File: config.mk
export PLATFORM = sky130hd
export DESIGN_NAME = ipc_flag_unit
export DESIGN_NICKNAME = d
export VERILOG_FILES = /design/src/rtl/ipc_flag_pkg.sv /design/src/rtl/ipc_side_port.sv /design/src/rtl/ipc_flag_bank.sv /design/src/rtl/ipc_flag_unit.sv
export SDC_FILE = /design/constraint.sdc
export NUM_CORES = 1
export LEC_CHECK = 0
export BUFFER_PORTS_ARGS = -buffer_cell sky130_fd_sc_hd__buf_2
export CAP_MARGIN = 20
export CORE_ASPECT_RATIO = 1.75
export CORE_MARGIN = 3
export CORE_UTILIZATION = 40
export DETAILED_ROUTE_END_ITERATION = 8
export GPL_ROUTABILITY_DRIVEN = 1
export HOLD_SLACK_MARGIN = 0.12
export PLACE_DENSITY = 0.66
export REMOVE_ABC_BUFFERS = 1
export SLEW_MARGIN = 5
export SYNTH_ARGS = -nofsm -noshare
export SYNTH_HDL_FRONTEND = slang
export SYNTH_HIERARCHICAL = 1
export SYNTH_SLANG_ARGS = --single-unit
File: constraint.sdc
create_clock -name clk -period 1 [get_ports clk]
set_clock_uncertainty 0.1 [all_clocks]
set_input_delay 0.15 -clock clk [delete_from_list [all_inputs] [get_ports clk]]
set_output_delay 0.15 -clock clk [all_outputs]
set_load 0.05 [all_outputs]
File: src/rtl/ipc_flag_pkg.sv
package ipc_flag_pkg;
   localparam int ADDR_W = 3;
   localparam logic [ADDR_W-1:0] OFS_SET = 3'd0;
   localparam logic [ADDR_W-1:0] OFS_WDR = 3'd1;
   localparam logic [ADDR_W-1:0] OFS_ACK = 3'd2;
   localparam logic [ADDR_W-1:0] OFS_STS = 3'd3;
   localparam logic [ADDR_W-1:0] OFS_IEN = 3'd4;
endpackage

File: src/rtl/ipc_side_port.sv
// Per-side register port: decodes one write strobe into masks and muxes read data.
module ipc_side_port
   import ipc_flag_pkg::*;
#(
   parameter int NUM_CH  = 32,
   parameter int NUM_IRQ = 4
) (
   input  logic               wr_en,
   input  logic [ADDR_W-1:0]  wr_addr,
   input  logic [NUM_CH-1:0]  wr_data,
   input  logic [ADDR_W-1:0]  rd_addr,
   input  logic [NUM_CH-1:0]  out_flags,
   input  logic [NUM_CH-1:0]  in_flags,
   input  logic [NUM_IRQ-1:0] ien,
   output logic [NUM_CH-1:0]  set_mask,
   output logic [NUM_CH-1:0]  wdr_mask,
   output logic [NUM_CH-1:0]  ack_mask,
   output logic               ien_we,
   output logic [NUM_CH-1:0]  rd_data
);
   always_comb begin
      set_mask = (wr_en && wr_addr == OFS_SET) ? wr_data : '0;
      wdr_mask = (wr_en && wr_addr == OFS_WDR) ? wr_data : '0;
      ack_mask = (wr_en && wr_addr == OFS_ACK) ? wr_data : '0;
      ien_we   = wr_en && (wr_addr == OFS_IEN);
   end

   always_comb begin
      rd_data = '0;
      unique case (rd_addr)
         OFS_SET, OFS_WDR: rd_data = out_flags;
         OFS_ACK, OFS_STS: rd_data = in_flags;
         OFS_IEN: begin
            for (int k = 0; k < NUM_IRQ; k++) rd_data[k] = ien[k];
         end
         default: rd_data = '0;
      endcase
   end
endmodule

File: src/rtl/ipc_flag_bank.sv
// One direction of handshake flags: sender set/withdraw, receiver ack, IRQ enables.
module ipc_flag_bank #(
   parameter int NUM_CH  = 32,
   parameter int NUM_IRQ = 4
) (
   input  logic               clk,
   input  logic               rst_n,
   input  logic [NUM_CH-1:0]  set_mask,
   input  logic [NUM_CH-1:0]  wdr_mask,
   input  logic [NUM_CH-1:0]  ack_mask,
   input  logic               ien_we,
   input  logic [NUM_IRQ-1:0] ien_wdata,
   output logic [NUM_CH-1:0]  flags,
   output logic [NUM_IRQ-1:0] ien,
   output logic [NUM_IRQ-1:0] irq
);
   logic [NUM_CH-1:0] flags_d;

   // Set dominates any clear arriving in the same cycle.
   always_comb flags_d = (flags & ~(wdr_mask | ack_mask)) | set_mask;

   always_ff @(posedge clk or negedge rst_n) begin
      if (!rst_n) flags <= '0;
      else        flags <= flags_d;
   end

   always_ff @(posedge clk or negedge rst_n) begin
      if (!rst_n)      ien <= '0;
      else if (ien_we) ien <= ien_wdata;
   end

   for (genvar i = 0; i < NUM_IRQ; i++) begin : g_irq
      assign irq[i] = flags[i] & ien[i];
   end
endmodule

File: src/rtl/ipc_flag_unit.sv
module ipc_flag_unit
   import ipc_flag_pkg::*;
#(
   parameter int NUM_CH  = 32,
   parameter int NUM_IRQ = 4
) (
   input  logic               clk,
   input  logic               rst_n,
   input  logic               a_wr_en,
   input  logic [ADDR_W-1:0]  a_wr_addr,
   input  logic [NUM_CH-1:0]  a_wr_data,
   input  logic [ADDR_W-1:0]  a_rd_addr,
   output logic [NUM_CH-1:0]  a_rd_data,
   input  logic               b_wr_en,
   input  logic [ADDR_W-1:0]  b_wr_addr,
   input  logic [NUM_CH-1:0]  b_wr_data,
   input  logic [ADDR_W-1:0]  b_rd_addr,
   output logic [NUM_CH-1:0]  b_rd_data,
   output logic [NUM_IRQ-1:0] a_irq,
   output logic [NUM_IRQ-1:0] b_irq
);
   if (NUM_IRQ < 1 || NUM_IRQ > NUM_CH) begin : g_bad_irq
      $error("ipc_flag_unit: NUM_IRQ must be in 1..NUM_CH");
   end
   if (NUM_CH < 1) begin : g_bad_ch
      $error("ipc_flag_unit: NUM_CH must be positive");
   end

   logic [NUM_CH-1:0]  a_set, a_wdr, a_ack, b_set, b_wdr, b_ack;
   logic               a_ien_we, b_ien_we;
   logic [NUM_CH-1:0]  flags_ab, flags_ba;
   logic [NUM_IRQ-1:0] en_a, en_b;

   ipc_side_port #(.NUM_CH(NUM_CH), .NUM_IRQ(NUM_IRQ)) u_port_a (
      .wr_en(a_wr_en), .wr_addr(a_wr_addr), .wr_data(a_wr_data),
      .rd_addr(a_rd_addr), .out_flags(flags_ab), .in_flags(flags_ba), .ien(en_a),
      .set_mask(a_set), .wdr_mask(a_wdr), .ack_mask(a_ack),
      .ien_we(a_ien_we), .rd_data(a_rd_data));

   ipc_side_port #(.NUM_CH(NUM_CH), .NUM_IRQ(NUM_IRQ)) u_port_b (
      .wr_en(b_wr_en), .wr_addr(b_wr_addr), .wr_data(b_wr_data),
      .rd_addr(b_rd_addr), .out_flags(flags_ba), .in_flags(flags_ab), .ien(en_b),
      .set_mask(b_set), .wdr_mask(b_wdr), .ack_mask(b_ack),
      .ien_we(b_ien_we), .rd_data(b_rd_data));

   // A-to-B: A sets/withdraws, B acknowledges and owns the enables.
   ipc_flag_bank #(.NUM_CH(NUM_CH), .NUM_IRQ(NUM_IRQ)) u_bank_ab (
      .clk(clk), .rst_n(rst_n),
      .set_mask(a_set), .wdr_mask(a_wdr), .ack_mask(b_ack),
      .ien_we(b_ien_we), .ien_wdata(b_wr_data[NUM_IRQ-1:0]),
      .flags(flags_ab), .ien(en_b), .irq(b_irq));

   // B-to-A: mirror image.
   ipc_flag_bank #(.NUM_CH(NUM_CH), .NUM_IRQ(NUM_IRQ)) u_bank_ba (
      .clk(clk), .rst_n(rst_n),
      .set_mask(b_set), .wdr_mask(b_wdr), .ack_mask(a_ack),
      .ien_we(a_ien_we), .ien_wdata(a_wr_data[NUM_IRQ-1:0]),
      .flags(flags_ba), .ien(en_a), .irq(a_irq));
endmodule

==> results.sh, run 1 <==
export IMPL_wl_per_cell_um=21.3
export IMPL_first_iter_violations=284
export IMPL_grt_usage_pct=29.7
export IMPL_drc_errors=0
export IMPL_clk_root_buffer_cell="clkbuf_16"
export IMPL_grt_max_degree=37
export IMPL_min_period_over_period_pct=152
export IMPL_wirelength_um=22200
export IMPL_end_kind="output pin"
export IMPL_max_slew_margin_pct=84.3
export IMPL_worstMarginPinSlew_ps=230
export IMPL_die_area_um2=14400
export IMPL_outcome="finished with violations"
export IMPL_tritoncts="yes"
export IMPL_synth_cell_types=17
export IMPL_layout_commonest_cell="and2_4"
export IMPL_cts_buffer_depth=2
export IMPL_slew_violations=0
export IMPL_placed_cell_area_um2=6440
export IMPL_vias=5557
export IMPL_final_min_clock_period_ps=1520
export IMPL_grt_pass1_wl_um=32200
export IMPL_fin_area_um2=8950
export IMPL_drv_cap=0
export IMPL_grt_pass1_vias=6011
export IMPL_synth_cells=588
export IMPL_yosysSeqAreaShare_pct=34.9
export IMPL_layout_common_cells="and2_4 (128), nor2_1 (84), buf_6 (77)"
export IMPL_rsz0062_at_grt="yes"
export IMPL_cts_sinks=72
export IMPL_synth_area_per_cell_um2=8.78
export IMPL_die_h_um=156
export IMPL_antenna_cells=0
export IMPL_synth_seq_cells=72
export IMPL_grt_overflow=0
export IMPL_vias_per_cell=5.34
export IMPL_p_total_mw=13.4
export IMPL_fp_row_count=54
export IMPL_timing_final_ws_setup_ps=-518
export IMPL_dr_pass1_iters=4
export IMPL_setup_violations=136
export IMPL_io_pin_count=152
export IMPL_area_delta_synth_final_pct=73.4
export IMPL_hold_path_class="primary input to flop"
export IMPL_portBuffers=151
export IMPL_cts_hold_buffers_added=58
export IMPL_clk_pin_slew_ps=60
export IMPL_n_fill_cell=913
export IMPL_p_leak_nw=4.72
export IMPL_ant_nets=0
export IMPL_r2r_slack_ps=-80
export IMPL_core_um2=12600
export IMPL_cts_max_level=3
export IMPL_whs_ps=-4.38
export IMPL_hpwl_um=11700
export IMPL_synth_warnings=6
export IMPL_critPathArrivalTime_ps=1270
export IMPL_clock_fmax_mhz=659
export IMPL_die_x_um=91.9
export IMPL_crit_chain="mux2i_1 > o22ai_1 > buf_4"
export IMPL_antenna_found_initial=0
export IMPL_gp_congestion=0.785
export IMPL_clock_latency_ps=340
export IMPL_cts_buffers=9
export IMPL_crit_type="flop to output pin"
export IMPL_finalNetCount=947
export IMPL_hold_viol=1
export IMPL_violations="negative hold slack, negative setup slack"
export IMPL_p_per_area_nw_per_um2=1490
export IMPL_vdd_drop_max_v=0.000982
export IMPL_worstPathMaxFanout=4
export IMPL_cp_required_ps=750
export IMPL_cp_slowest_stage_delay_ps=420
export IMPL_cp_start_kind="flop"
export IMPL_synth_area_um2=5160
export IMPL_worst_path_max_delay_cell="dfrtp_1"
export IMPL_start_util_pct=41.1
export IMPL_post_route_cells_drive_above_1_share_pct=51.5
## registers in the layout, summed over array words and instances, names as in the netlist
| register | count |
|---|---|
| u_bank_ab/flags | 32 |
| u_bank_ba/ien | 4 |
| u_bank_ba/flags | 32 |
| u_bank_ab/ien | 4 |
## cell usage after synthesis
library cell  number  share of area [%]
o22ai_1            8               0.97
buf_1              2               0.15
nor2_1           120                8.7
and2_2            42                6.1
mux2_1             8                1.7
mux2i_1           64                 12
nor4b_4            2               0.92
buf_4              6               0.87
nand2_1            8               0.58
clkbuf_2          18                1.7
dfrtp_1           72                 35
a21o_1            64                9.3
buf_2              4               0.39
or2_2              2               0.24
and4bb_2           6                1.5
and2_1           158                 19
clkbuf_1           4               0.29
## critical path: cells and delay by family, from the launching register on
family / cells / cell delay, ps
mux: 1 / 210
compound gates: 1 / 100
flops: 1 / 420
buf+inv: 1 / 200
## kinds of logic after synthesis
kind of cell / count (synthesis) / synth area share [%]
and+or+nand+nor: 338 / 37.2
buffers and inverters: 34 / 3.44
DFF: 72 / 34.9
AOI/OAI and AO/OA: 72 / 10.3
muxes: 72 / 14.2
## final timing paths
path / startpoint / end / depth (start not counted)
min in group asynchronous: rst_n / u_bank_ba/flags[22] / 2
setup reg to reg: u_bank_ab/flags[7] / u_bank_ab/flags[7] / 3
setup / recovery: u_bank_ba/flags[0] / a_rd_data[0] / 3
hold reg to reg: u_bank_ab/flags[28] / u_bank_ab/flags[28] / 1
hold / removal: b_wr_data[0] / u_bank_ab/ien[0] / 2
max in group asynchronous: rst_n / u_bank_ba/flags[8] / 3
## power breakdown
group / internal (mW) / leakage, nW / switching, mW
logic: 2.61 / 3.65 / 2.99
registers: 3.53 / 0.899 / 0.535
clock network: 2.42 / 0.169 / 1.29
## through the flow
step                      util, %  hold slack [ps]  worst slack, ps  setup TNS [ps]  cells
after floorplan                 -             -246             -505          -38970    554
after global placement       51.2            -81.8             -437          -45850    916
after detailed placement     51.2            -84.0             -439          -47510    916
after CTS                    68.8            -6.46             -483          -33020   1026
after global routing         71.2             7.85             -553          -39470   1040
final                        71.2            -4.38             -518          -34420   1040
## routing by layer
metal  track usage, %  share of wire, %
met1             29.7                35
met4             19.8               5.6
met3             5.29               5.6
met5                0                 0
met2             55.1                54
## area by class of cell
class	instances	area, µm²	area share, %
well taps	168	210	2.35
flip-flops and latches	72	1800	20.1
clock buffers	9	225	2.52
repair buffers	302	3010	33.6
clock inverters	7	110	1.23
multi-input cells	482	3590	40.2
## what timing repair did
action / CTS / global route
setup buffers: 22 / 21
resized for setup: 262 / 110
endpoints found under the hold margin: 144 / 19
endpoints found under the setup margin: 136 / 142
gates cloned: 14 / 3
pin swaps: 122 / 102
Power figures use the tool's default switching activity.
==> run 2: changes to the inputs <==
Settings changed: CORE_UTILIZATION 40 to 27, PLACE_DENSITY 0.66 to 0.48.
==> run 2 against run 1 <==
- fmax is 1.8% lower
- clock power is 1% lower
- via count fell by 4.8%
- die area grew 45%
- combinational power hardly changed
- flip-flop and latch count stayed put
- critical path type unchanged
- the run ends with negative setup slack left
- global-route usage is 10 points lower
==> results.sh, run 2 (synthesis results as in run 1) <==
export IMPL_setup_violations=136
export IMPL_end_kind="output pin"
export IMPL_layout_commonest_cell="and2_4"
export IMPL_wl_per_cell_um=19.5
export IMPL_cts_sinks=72
export IMPL_start_util_pct=27.6
export IMPL_timing_final_ws_setup_ps=-547
export IMPL_vdd_drop_max_v=0.000969
export IMPL_met3_usage_pct=2.91
export IMPL_path_buf_inv=1
export IMPL_vias=5289
export IMPL_reg2reg_to="u_bank_ab/flags[28]"
export IMPL_dr_pass1_iters=4
export IMPL_antenna_cells=0
export IMPL_die_x_um=111
export IMPL_die_area_um2=20900
export IMPL_clk_pin_slew_ps=60
export IMPL_ant_nets=0
export IMPL_reg2regPathDepth=3
export IMPL_outcome="finished with violations"
export IMPL_r2r_slack_ps=-50
export IMPL_worstPathMaxFanout=4
export IMPL_grt_max_degree=34
export IMPL_crit_chain="mux2i_1 > o22ai_1 > buf_4"
export IMPL_min_period_over_period_pct=155
export IMPL_cp_slowest_stage_delay_ps=420
export IMPL_post_route_cells_drive_above_1_share_pct=54.1
export IMPL_hold_path_class="primary input to async pin"
export IMPL_drv_cap=0
export IMPL_whs_ps=98.3
export IMPL_grt_use_met1_pct=21.8
export IMPL_first_iter_violations=165
export IMPL_critPathArrivalTime_ps=1300
export IMPL_p_per_area_nw_per_um2=1440
export IMPL_die_h_um=189
export IMPL_met2_usage_pct=37.6
export IMPL_clock_latency_ps=340
export IMPL_clock_fmax_mhz=647
export IMPL_worstMarginPinSlew_ps=323
export IMPL_drc_errors=0
export IMPL_hpwl_um=12600
export IMPL_crit_type="flop to output pin"
export IMPL_core_um2=18700
export IMPL_wirelength_um=21900
export IMPL_p_leak_nw=4.76
export IMPL_tritoncts="yes"
export IMPL_cts_buffers=9
export IMPL_max_slew_margin_pct=78.5
export IMPL_grt_usage_pct=19.6
export IMPL_cts_buffer_depth=2
export IMPL_violations="negative setup slack"
export IMPL_cts_max_level=3
export IMPL_io_pin_count=152
export IMPL_grt_pass1_vias=5651
export IMPL_cts_hold_buffers_added=65
export IMPL_vias_per_cell=4.72
export IMPL_rsz0062_at_grt="yes"
export IMPL_n_fill_cell=1752
export IMPL_grt_busiest_layer="met2"
export IMPL_crit_family="flip-flops"
export IMPL_worst_path_max_delay_cell="dfrtp_1"
export IMPL_grt_pass1_wl_um=31700
export IMPL_finalNetCount=957
export IMPL_layout_common_cells="and2_4 (112), buf_6 (72), dfrtp_1 (72)"
export IMPL_reg2reg_from="u_bank_ab/flags[28]"
export IMPL_cp_start_kind="flop"
export IMPL_portBuffers=151
export IMPL_utilization_pct=49.8
export IMPL_hold_viol=0
export IMPL_slew_violations=0
export IMPL_reg_top3="u_bank_ab/flags (32), u_bank_ba/flags (32)"
export IMPL_clk_root_buffer_cell="clkbuf_16"
export IMPL_antenna_found_initial=0
export IMPL_grt_overflow=0
export IMPL_cp_required_ps=750
export IMPL_area_delta_synth_final_pct=80.0
export IMPL_gp_congestion=0.768
export IMPL_final_min_clock_period_ps=1550
export IMPL_fp_row_count=66
-- run 2: what timing repair did --
item                                    4_1_cts  5_1_grt
cloned                                       12        5
pin swaps                                   143       63
endpoints found under the setup margin      136      140
endpoints found under the hold margin       144        8
gates resized for setup                     254      105
setup buffers                                26       23
-- run 2: cell type report --
type	instances	area (µm²)	area share, %
Clock buffer	12	256	2.76
Clock inverter	4	76.3	0.822
Multi-Input combinational cell	482	3610	38.9
Sequential cell	72	1800	19.4
Tap cell	238	298	3.21
Timing Repair Buffer	312	3240	34.9
-- run 2: where the power goes --
part / total [mW] / switching, mW / internal (mW)
Combinational: 5.62 / 2.94 / 2.68
Clock: 3.67 / 1.34 / 2.33
Sequential: 4.05 / 0.517 / 3.53
-- run 2: per-stage QoR --
| stage | instances | power, mW | worst slack (ps) | instance area (µm²) | setup TNS, ps |
|---|---|---|---|---|---|
| finish | 1120 | 13.3 | -547 | 9290 | -32480 |
| global route | 1120 | 13.9 | -605 | 9290 | -37420 |
| CTS | 1105 | 13.1 | -506 | 8890 | -33690 |
| detailed placement | 987 | 8.24 | -445 | 6610 | -48380 |
| global placement | 987 | 8.15 | -440 | 6610 | -47890 |
| floorplan | 554 | 6.62 | -505 | 4980 | -38970 |
-- run 2: worst max-delay path by stage --
stage	from	endpoint	slack, ps	depth (start not counted)
after floorplan	a_rd_addr[1]	a_rd_data[0]	-510	2
after global placement	a_wr_addr[1]	u_bank_ab/flags[10]	-440	6
after detailed placement	a_wr_addr[1]	u_bank_ab/flags[21]	-440	6
after CTS	u_bank_ba/flags[2]	a_rd_data[2]	-510	3
after global routing	u_bank_ab/flags[1]	b_rd_data[1]	-610	3
final	u_bank_ab/flags[1]	b_rd_data[1]	-550	3
-- run 2: worst register-to-register path: cells and delay by family, from the launching register on --
kind,cells,cell delay (ps)
buf+inv,2,270
compound gates,1,160
flops,1,410
-- run 2: routing by layer --
metal / share of wire [%] / vias to the layer above
met5: 0 / -
met4: 2.5 / 0
met3: 2.9 / 33
met2: 57 / 126
met1: 38 / 2626
li1: - / 2504
==> run 3: changes to the inputs <==
Settings changed: RECOVER_POWER set to 25.
==> run 3 against run 2 <==
- the flow still finishes with violations (negative setup slack)
- count of clock-buffer cells in the layout is the same
- global-route usage unchanged
- critical path type unchanged
- flip-flop and latch count stayed put
- highest routed layer unchanged
- routed wire length about the same
- largest power group unchanged
==> results.sh, run 3 (synthesis results as in run 1) <==
export IMPL_place_inst=987
export IMPL_wl_per_cell_um=19.5
export IMPL_fin_area_um2=9270
export IMPL_antenna_found_initial=0
export IMPL_rsz0062_at_grt="yes"
export IMPL_timing_final_ws_setup_ps=-543
export IMPL_cts_buffer_depth=2
export IMPL_die_x_um=111
export IMPL_placed_cell_area_um2=6610
export IMPL_area_delta_synth_final_pct=79.7
export IMPL_drv_cap=0
export IMPL_utilization_pct=49.7
export IMPL_portBuffers=151
export IMPL_layout_common_cells="and2_4 (112), buf_6 (72), dfrtp_1 (72)"
export IMPL_end_kind="output pin"
export IMPL_final_min_clock_period_ps=1540
export IMPL_worstMarginPinSlew_ps=344
export IMPL_grt_usage_pct=19.6
export IMPL_clock_latency_ps=350
export IMPL_grt_overflow=0
export IMPL_core_um2=18700
export IMPL_cts_buffers=9
export IMPL_die_area_um2=20900
export IMPL_vias_per_cell=4.72
export IMPL_layout_commonest_cell="and2_4"
export IMPL_finalNetCount=957
export IMPL_whs_ps=146
export IMPL_worstPathMaxFanout=4
export IMPL_first_iter_violations=164
export IMPL_gp_congestion=0.768
export IMPL_die_h_um=189
export IMPL_wirelength_um=21800
export IMPL_io_pin_count=152
export IMPL_start_util_pct=27.6
export IMPL_tritoncts="yes"
export IMPL_hpwl_um=12600
export IMPL_grt_pass1_wl_um=31700
export IMPL_cp_start_kind="flop"
export IMPL_grt_pass1_vias=5651
export IMPL_fp_row_count=66
export IMPL_min_period_over_period_pct=154
export IMPL_max_slew_margin_pct=77.1
export IMPL_cts_hold_buffers_added=65
export IMPL_vdd_drop_max_v=0.000971
export IMPL_p_leak_nw=4.76
export IMPL_setup_violations=136
export IMPL_post_route_cells_drive_above_1_share_pct=54.1
export IMPL_n_fill_cell=1755
export IMPL_reg_top3="u_bank_ab/flags (32), u_bank_ba/flags (32)"
export IMPL_cp_required_ps=750
export IMPL_vias=5284
export IMPL_hold_viol=0
export IMPL_drc_errors=0
export IMPL_crit_type="flop to output pin"
export IMPL_grt_max_degree=34
export IMPL_cts_sinks=72
export IMPL_critPathArrivalTime_ps=1290
export IMPL_violations="negative setup slack"
export IMPL_clk_pin_slew_ps=60
export IMPL_p_per_area_nw_per_um2=1440
export IMPL_dr_pass1_iters=4
export IMPL_clock_fmax_mhz=648
export IMPL_cts_max_level=3
export IMPL_ant_nets=0
export IMPL_outcome="finished with violations"
export IMPL_hold_path_class="primary input to async pin"
export IMPL_antenna_cells=0
export IMPL_finalNonFillerCells=1120
export IMPL_clk_root_buffer_cell="clkbuf_16"
export IMPL_slew_violations=0
==> run 3: cell types whose count changed in the layout (fill, tap and decap cells not counted) <==
cell	change
buf_8	+2
buf_4	-1
clkbuf_2	+1
buf_12	-2
==> run 3: final timing paths <==
kind                                      from             endpoint  slack, ps  cells after the start
max                         u_bank_ab/flags[1]         b_rd_data[1]       -540                      3
min                                      rst_n   u_bank_ba/flags[2]        150                      2
max reg2reg                u_bank_ab/flags[28]  u_bank_ab/flags[28]        -50                      3
min reg2reg                u_bank_ba/flags[18]  u_bank_ba/flags[18]        410                      1
max in group asynchronous                rst_n  u_bank_ab/flags[30]         80                      3
min in group clk                       b_wr_en     u_bank_ab/ien[0]        340                      3
==> run 3: metal layers <==
| layer | part of all wire, % | routed length, µm | up-vias | global-route usage (%) |
|---|---|---|---|---|
| met5 | 0 | 0 | - | 0 |
| met4 | 2.5 | 544 | 0 | 6.40 |
| met3 | 3.2 | 707 | 31 | 2.91 |
| met2 | 57 | 12400 | 133 | 37.6 |
| met1 | 38 | 8230 | 2616 | 21.8 |
| li1 | - | - | 2504 | - |
==> run 3: through the flow <==
step	power, mW	setup TNS [ps]	setup slack (ps)
3_5_place_dp	8.24	-48380	-445
6_report	13.3	-32450	-543
3_3_place_gp	8.15	-47890	-440
4_1_cts	13.1	-33690	-506
5_1_grt	13.9	-37540	-605
2_1_floorplan	6.62	-38970	-505
==> run 3: worst max-delay path, cell delays in order (launching register included) <==
cell     delay [ps]
dfrtp_1         410
mux2i_1         230
o22ai_1         100
buf_4           200
==> run 3: final cells by class <==
type / instances / area, µm² / share of cell area (%)
clock inverter: 4 / 76.3 / 0.823
clock buffer: 12 / 256 / 2.77
sequential: 72 / 1800 / 19.4
timing repair buffer: 312 / 3230 / 34.8
tap: 238 / 298 / 3.21
multi-input combinational: 482 / 3610 / 38.9
==> run 3: what timing repair did <==
item                                    CTS  global route
cloned                                   12             5
setup buffers                            26            23
endpoints found under the setup margin  136           140
hold endpoints to repair                144             8
resized for setup                       254           105
pin swaps                               143            63
==> run 3: report_power, final <==
group / internal [mW] / switching, mW
Sequential: 3.53 / 0.517
Clock: 2.33 / 1.34
Combinational: 2.67 / 2.94
